## src/rtl/mailbox_pkg.sv

```systemverilog
`timescale 1ns/1ps
package mailbox_pkg;
  localparam int BYTE_W     = 8;
  localparam int WORD_W     = 16;
  localparam int NUM_WORDS  = 4;
  localparam int AREA_BYTES = 2 * NUM_WORDS + 2;
  localparam int AREA_W     = AREA_BYTES * BYTE_W;
  localparam int CSUM_W     = 4;
  localparam int SUM_W      = WORD_W + 4;
  localparam int CTRL_W     = 8;
  localparam int CTRL_KEEP  = 2;
  localparam int NUM_OPS    = 13;

  localparam int OP_STATUS = 0;
  localparam int OP_STOP   = 1;
  localparam int OP_TOC    = 2;
  localparam int OP_READ   = 3;
  localparam int OP_SEEK   = 4;
  localparam int OP_PAUSE  = 5;
  localparam int OP_RESUME = 6;
  localparam int OP_FFWD   = 7;
  localparam int OP_REWIND = 8;
  localparam int OP_REINIT = 9;
  localparam int OP_CLOSE  = 10;
  localparam int OP_OPEN   = 11;
  localparam int OP_OTHER  = 12;

  localparam logic [BYTE_W-1:0] CMD_TOC      = 8'h02;
  localparam logic [BYTE_W-1:0] TOC_LAST     = 8'h05;
  localparam logic [BYTE_W-1:0] TOC_FALLBACK = 8'h0F;

  typedef struct packed {
    logic              exportNow;
    logic              tocLoad;
    logic [BYTE_W-1:0] tocCode;
  } mbStrobes_t;
endpackage

```

## src/rtl/mailbox_ctrl.sv

```systemverilog
`timescale 1ns/1ps
module mailbox_ctrl
  import mailbox_pkg::*;
(
  input  logic               clk,
  input  logic               rstN,
  input  logic               exportStb,
  input  logic               importStb,
  input  logic [BYTE_W-1:0]  cmdCode,
  input  logic [BYTE_W-1:0]  cmdSub,
  output mbStrobes_t         strobes,
  output logic [NUM_OPS-1:0] opSel,
  output logic               opValid
);
  logic               tocOk;
  logic [NUM_OPS-1:0] nextSel;
  int                 opIdx;

  assign tocOk = (cmdSub <= TOC_LAST);

  always_comb begin
    case (cmdCode)
      8'h00:   opIdx = OP_STATUS;
      8'h01:   opIdx = OP_STOP;
      8'h02:   opIdx = tocOk ? OP_TOC : OP_STATUS;
      8'h03:   opIdx = OP_READ;
      8'h04:   opIdx = OP_SEEK;
      8'h06:   opIdx = OP_PAUSE;
      8'h07:   opIdx = OP_RESUME;
      8'h08:   opIdx = OP_FFWD;
      8'h09:   opIdx = OP_REWIND;
      8'h0A:   opIdx = OP_REINIT;
      8'h0C:   opIdx = OP_CLOSE;
      8'h0D:   opIdx = OP_OPEN;
      default: opIdx = OP_OTHER;
    endcase
    nextSel = '0;
    nextSel[opIdx] = 1'b1;
  end

  always_comb begin
    strobes.exportNow = exportStb;
    strobes.tocLoad   = importStb && (cmdCode == CMD_TOC);
    strobes.tocCode   = tocOk ? cmdSub : TOC_FALLBACK;
  end

  always_ff @(posedge clk) begin
    if (!rstN) begin
      opValid <= 1'b0;
      opSel   <= '0;
    end else begin
      opValid <= importStb;
      opSel   <= importStb ? nextSel : '0;
    end
  end

  a_r6_onehot_when_valid: assert property (@(posedge clk) disable iff (!rstN)
    opValid |-> ($countones(opSel) == 1));
  a_r6_quiet_when_idle: assert property (@(posedge clk) disable iff (!rstN)
    !opValid |-> (opSel == '0));
  a_r6_one_cycle_after: assert property (@(posedge clk) disable iff (!rstN)
    importStb |=> opValid);
endmodule

```

## src/rtl/mailbox_dp.sv

```systemverilog
`timescale 1ns/1ps
module mailbox_dp
  import mailbox_pkg::*;
(
  input  logic              clk,
  input  logic              rstN,
  input  mbStrobes_t        strobes,
  input  logic              statusWe,
  input  logic [WORD_W-1:0] statusIn,
  input  logic [WORD_W-1:0] minuteIn,
  input  logic [WORD_W-1:0] secondIn,
  input  logic [WORD_W-1:0] frameIn,
  input  logic [BYTE_W-1:0] extIn,
  input  logic              ctrlWe,
  input  logic [CTRL_W-1:0] ctrlIn,
  input  logic              irqEnable,
  output logic [AREA_W-1:0] statusArea,
  output logic [CTRL_W-1:0] ctrlOut,
  output logic              irqPulse
);
  localparam logic [AREA_W-1:0] RST_AREA =
    {{(BYTE_W-CSUM_W){1'b0}}, {CSUM_W{1'b1}}, {(AREA_W-BYTE_W){1'b0}}};

  logic [WORD_W-1:0]                 statusReg;
  logic [NUM_WORDS-1:0][WORD_W-1:0]  words;
  logic [SUM_W-1:0]                  partial [NUM_WORDS+1];
  logic [BYTE_W-1:0]                 csumByte;

  assign words      = {frameIn, secondIn, minuteIn, statusReg};
  assign partial[0] = SUM_W'(extIn);

  for (genvar k = 0; k < NUM_WORDS; k++) begin : g_sum
    assign partial[k+1] = partial[k] + SUM_W'(words[k])
                        + SUM_W'(words[k][WORD_W-1:BYTE_W]);
  end

  assign csumByte = {{(BYTE_W-CSUM_W){1'b0}}, ~partial[NUM_WORDS][CSUM_W-1:0]};

  always_ff @(posedge clk) begin
    if (!rstN) begin
      statusArea <= RST_AREA;
      ctrlOut    <= '0;
      irqPulse   <= 1'b0;
      statusReg  <= '0;
    end else begin
      irqPulse <= strobes.exportNow && irqEnable;
      if (strobes.exportNow) begin
        statusArea <= {csumByte, extIn, words};
        ctrlOut    <= {{(CTRL_W-CTRL_KEEP){1'b0}}, ctrlOut[CTRL_KEEP-1:0]};
      end else if (ctrlWe) begin
        ctrlOut <= ctrlIn;
      end
      if (strobes.tocLoad)
        statusReg <= {statusReg[WORD_W-1:BYTE_W], strobes.tocCode};
      else if (statusWe)
        statusReg <= statusIn;
    end
  end

  a_r4_ctrl_trimmed: assert property (@(posedge clk) disable iff (!rstN)
    strobes.exportNow |=> (ctrlOut[CTRL_W-1:CTRL_KEEP] == '0));
  a_r4_ctrl_low_kept: assert property (@(posedge clk) disable iff (!rstN)
    strobes.exportNow |=> (ctrlOut[CTRL_KEEP-1:0] == $past(ctrlOut[CTRL_KEEP-1:0])));
  a_r5_irq_from_export: assert property (@(posedge clk) disable iff (!rstN)
    irqPulse |-> $past(strobes.exportNow && irqEnable));
  a_r3_csum_upper_zero: assert property (@(posedge clk) disable iff (!rstN)
    strobes.exportNow |=> (statusArea[AREA_W-1 -: (BYTE_W-CSUM_W)] == '0));
  a_r7_high_byte_kept: assert property (@(posedge clk) disable iff (!rstN)
    strobes.tocLoad |=> (statusReg[WORD_W-1:BYTE_W] == $past(statusReg[WORD_W-1:BYTE_W])));
endmodule

```

## src/rtl/drive_mailbox.sv

```systemverilog
`timescale 1ns/1ps
module drive_mailbox
  import mailbox_pkg::*;
(
  input  logic               clk,
  input  logic               rstN,
  input  logic               statusWe,
  input  logic [15:0]        statusIn,
  input  logic [15:0]        minuteIn,
  input  logic [15:0]        secondIn,
  input  logic [15:0]        frameIn,
  input  logic [7:0]         extIn,
  input  logic               exportStb,
  input  logic               irqEnable,
  input  logic               ctrlWe,
  input  logic [7:0]         ctrlIn,
  input  logic               importStb,
  input  logic [7:0]         cmdCode,
  input  logic [7:0]         cmdSub,
  output logic [79:0]        statusArea,
  output logic [7:0]         ctrlOut,
  output logic               irqPulse,
  output logic [12:0]        opSel,
  output logic               opValid
);
  mbStrobes_t strobes;

  mailbox_ctrl u_ctrl (
    .clk(clk), .rstN(rstN), .exportStb(exportStb), .importStb(importStb),
    .cmdCode(cmdCode), .cmdSub(cmdSub), .strobes(strobes),
    .opSel(opSel), .opValid(opValid)
  );

  mailbox_dp u_dp (
    .clk(clk), .rstN(rstN), .strobes(strobes), .statusWe(statusWe),
    .statusIn(statusIn), .minuteIn(minuteIn), .secondIn(secondIn),
    .frameIn(frameIn), .extIn(extIn), .ctrlWe(ctrlWe), .ctrlIn(ctrlIn),
    .irqEnable(irqEnable), .statusArea(statusArea), .ctrlOut(ctrlOut),
    .irqPulse(irqPulse)
  );
endmodule

```

## config.mk

```make
export PLATFORM = sky130hd
export DESIGN_NAME = drive_mailbox
export DESIGN_NICKNAME = d
export VERILOG_FILES = /design/src/rtl/mailbox_pkg.sv /design/src/rtl/mailbox_ctrl.sv /design/src/rtl/mailbox_dp.sv /design/src/rtl/drive_mailbox.sv
export SDC_FILE = /design/constraint.sdc
export NUM_CORES = 1
export LEC_CHECK = 0
export BUFFER_PORTS_ARGS = -buffer_cell sky130_fd_sc_hd__buf_4
export CAP_MARGIN = 20
export CORE_ASPECT_RATIO = 1.5
export CORE_MARGIN = 1.5
export CORE_UTILIZATION = 35
export DETAILED_ROUTE_END_ITERATION = 10
export HOLD_SLACK_MARGIN = 0.03
export PLACE_DENSITY = 0.69
export SLEW_MARGIN = 40
export SYNTH_ARGS = -nofsm -noshare
export SYNTH_HDL_FRONTEND = slang
export SYNTH_SLANG_ARGS = --single-unit
```

## constraint.sdc

```tcl
create_clock -name clk -period 7.7 [get_ports clk]
set_input_delay 0.385 -clock clk [delete_from_list [all_inputs] [get_ports clk]]
set_output_delay 0.385 -clock clk [all_outputs]
set_load 0.01 [all_outputs]
```

==> results.json <==
{
  "status": "complete, no violations",
  "ys_warn_count": 0,
  "synth_top_flop_cell": "dfxtp_1",
  "use_met2_pct": 29.7,
  "cp_slowest_cell": "fa_1",
  "synth_top_area_share_pct": 45.6,
  "fin_nets": 790,
  "hold_violations": 0,
  "r2r_cells": 12,
  "post-route-period-util_pct": 48.3,
  "min_path_type": "in2reg",
  "hold_buffers": 0,
  "worstPathCellList": "fa_1 -> inv_1 -> fa_1 -> fa_1 -> inv_1 -> fa_1 -> ha_1 -> xor2_1 -> xnor2_1 -> xnor3_1 -> xnor2_1 -> o21ai_1",
  "syn_area_um2": 5050,
  "layout_setup_ws_ps": 3980,
  "cpMostUsedCell": "fa_1",
  "globalRouteOverflowTotal": 0,
  "synth.distinct_cells": 42,
  "maxCapViolCount": 0,
  "met3_usage_pct": 5.39,
  "yosysMostFrequentCell": "dfxtp_1",
  "die_height_um": 150,
  "drt_first_iter_violations": 154,
  "ys_top_cells_by_count": "dfxtp_1, mux2i_1, nor2b_1",
  "worstMarginPinSlew_ps": 792,
  "cp_max_fo": 3,
  "r2r_end": "u_dp.statusArea[75]",
  "ir_worst_vdd_mv": 0.128,
  "path_buf_inv": 2,
  "cts.clk_slew.worst_paths_ps": 60,
  "busiest_layer": "met2",
  "vias": 3933,
  "max_stage_delay_ps": 530,
  "final_layout_size_suffix_gt1_share_pct": 37.6,
  "cp.required_ps": 7980,
  "power.total_mw": 1.87,
  "whs_path_depth": 2,
  "drc": 0,
  "dr.pass1.iters": 5,
  "netlist_instances": 472,
  "critPathLaunchType": "register",
  "ys_seq_area_share_pct": 45.6,
  "finClkSkew_ps": 6.19,
  "wl_per_cell_um": 14.5,
  "synth_top_area_cell": "dfxtp_1",
  "diodes": 0,
  "port_buffers": 201,
  "syn_area_per_cell_um2": 10.7,
  "path_delay_family": "adder cells",
  "worstPathArrival_ps": 4000,
  "clock-sinks": 115,
  "ant_nets": 0,
  "powerDensity_nw_per_um2": 255,
  "use_met1_pct": 17.7,
  "via_per_inst": 4.51,
  "synth_seq_cells": 115,
  "max_slew_margin_pct": 47.2,
  "root_buffer": "clkbuf_16",
  "num-fill-cells": 1329,
  "setup_viol": 0,
  "fp.dieW_um": 101,
  "end_kind": "register",
  "antenna_found_initial": 0,
  "die_area_um2": 15200,
  "clock_path_buffers": 2,
  "grt_pass1_vias": 4015,
  "grt_pass1_wl_um": 19200,
  "hp-start": "irqEnable",
  "wl_um": 12700,
  "rsz0062_at_grt": "no",
  "crit_type": "reg2reg",
  "min_to": "u_dp.irqPulse",
  "synth_area_leaders": "dfxtp_1, mux2i_1, nor2b_1",
  "core_area_um2": 14100,
  "synth_edf_count": 0,
  "clk_latency_ps": 400,
  "cts_setup_buffers": 0,
  "cts_tree": "yes",
  "slew_violations": 0,
  "r2r_start": "u_dp.statusReg[2]",
  "reg2reg_slack_ps": 3980,
  "start_util_pct": 35.9,
  "async_flop_share_pct": 0,
  "grt_max_degree": 95,
  "syn_to_final_growth_pct": 45.5,
  "numCtsBuffers": 17,
  "fin_setup_tns_ps": 0,
  "p_leak_nw": 3.51,
  "fp-row-count": 53,
  "dpl_worst_slack_ps": 3680,
  "period_minus_slack_ps": 3720,
  "gp_congestion": 0.821,
  "cts_resized": 0,
  "max_freq_mhz": 269,
  "ioPinCount": 206,
  "cts.htree.levels": 4,
  "track_usage_pct": 16.5,
  "hpwlAfterDp_um": 9400
}
-- flip-flops by register name (all words and copies together) (netlist names) --
register         count
u_dp.irqPulse        1
u_dp.statusReg      16
u_dp.ctrlOut         8
u_dp.statusArea     76
u_ctrl.opSel        13
u_ctrl.opValid       1
-- layout by cell type, fill, tap and decap left out, types with 2 or more instances in the layout --
| master | n |
|---|---|
| bufinv_16 | 6 |
| xor2_1 | 2 |
| o311a_1 | 4 |
| fa_1 | 16 |
| ha_1 | 4 |
| a21boi_2 | 8 |
| conb_1 | 4 |
| nand2_2 | 8 |
| nor3_1 | 3 |
| buf_4 | 201 |
| a21oi_1 | 2 |
| nand2_1 | 27 |
| nor2_1 | 21 |
| and2_1 | 2 |
| clkinvlp_4 | 2 |
| dfxtp_1 | 115 |
| nand2b_1 | 2 |
| xnor2_1 | 13 |
| o21ai_1 | 2 |
| inv_1 | 24 |
| mux2i_1 | 88 |
| nand3b_1 | 3 |
| clkbuf_16 | 17 |
| o21ai_0 | 3 |
| nor2b_1 | 78 |
| clkinv_2 | 4 |
-- stage by stage --
step	util [%]	std cells	cell area, um^2	hold slack [ps]
after global placement	47.5	840	6670	448
after floorplan	-	475	5060	441
final	52.3	872	7350	223
after CTS	52.3	872	7350	198
after detailed placement	47.5	840	6680	454
after global routing	52.3	872	7350	206
-- how the worst max path moves through the flow --
stage	cells after the start	slack [ps]	endpoint	startpoint
detailed placement	13	3680	u_dp.statusArea[75]	minuteIn[2]
CTS	12	3960	u_dp.statusArea[75]	u_dp.statusReg[2]
floorplan	12	3950	u_dp.statusArea[75]	minuteIn[2]
finish	12	3980	u_dp.statusArea[75]	u_dp.statusReg[2]
global route	12	3790	u_dp.statusArea[75]	u_dp.statusReg[2]
global placement	13	3700	u_dp.statusArea[75]	minuteIn[2]
-- report_power, final --
group | internal [mW] | total (mW) | leakage, nW | switching [mW]
combinational | 0.182 | 0.332 | 2.23 | 0.150
sequential | 0.630 | 0.649 | 0.945 | 0.0191
clock | 0.614 | 0.889 | 0.326 | 0.275
total | 1.43 | 1.87 | 3.51 | 0.445
-- metal layers --
metal,vias up,routed length (um)
li1,1923,-
met1,1847,4850
met2,145,6690
met3,18,921
met4,0,194
met5,-,0
-- layout make-up --
cell class	count	area (um^2)	area share, %
Clock buffer	18	439	5.98
Clock inverter	14	233	3.17
Inverter	24	90.1	1.23
Multi-Input combinational cell	307	2520	34.3
Sequential cell	115	2300	31.3
Tap cell	192	240	3.27
Timing Repair Buffer	202	1520	20.7
-- logic make-up (layout without fill, tap and decap cells) --
logic type      Yosys count  after routing  share of synthesized area (%)
other cells               1              4                         0.0743
buf+inv                  53            258                           4.66
fa+ha+maj                20             20                           7.33
flops                   115            115                           45.6
mux                      88             88                           17.4
xor+xnor                 16             16                           3.05
compound gates           27             27                           4.71
simple gates            152            152                           17.1
Power figures use the tool's default switching activity.
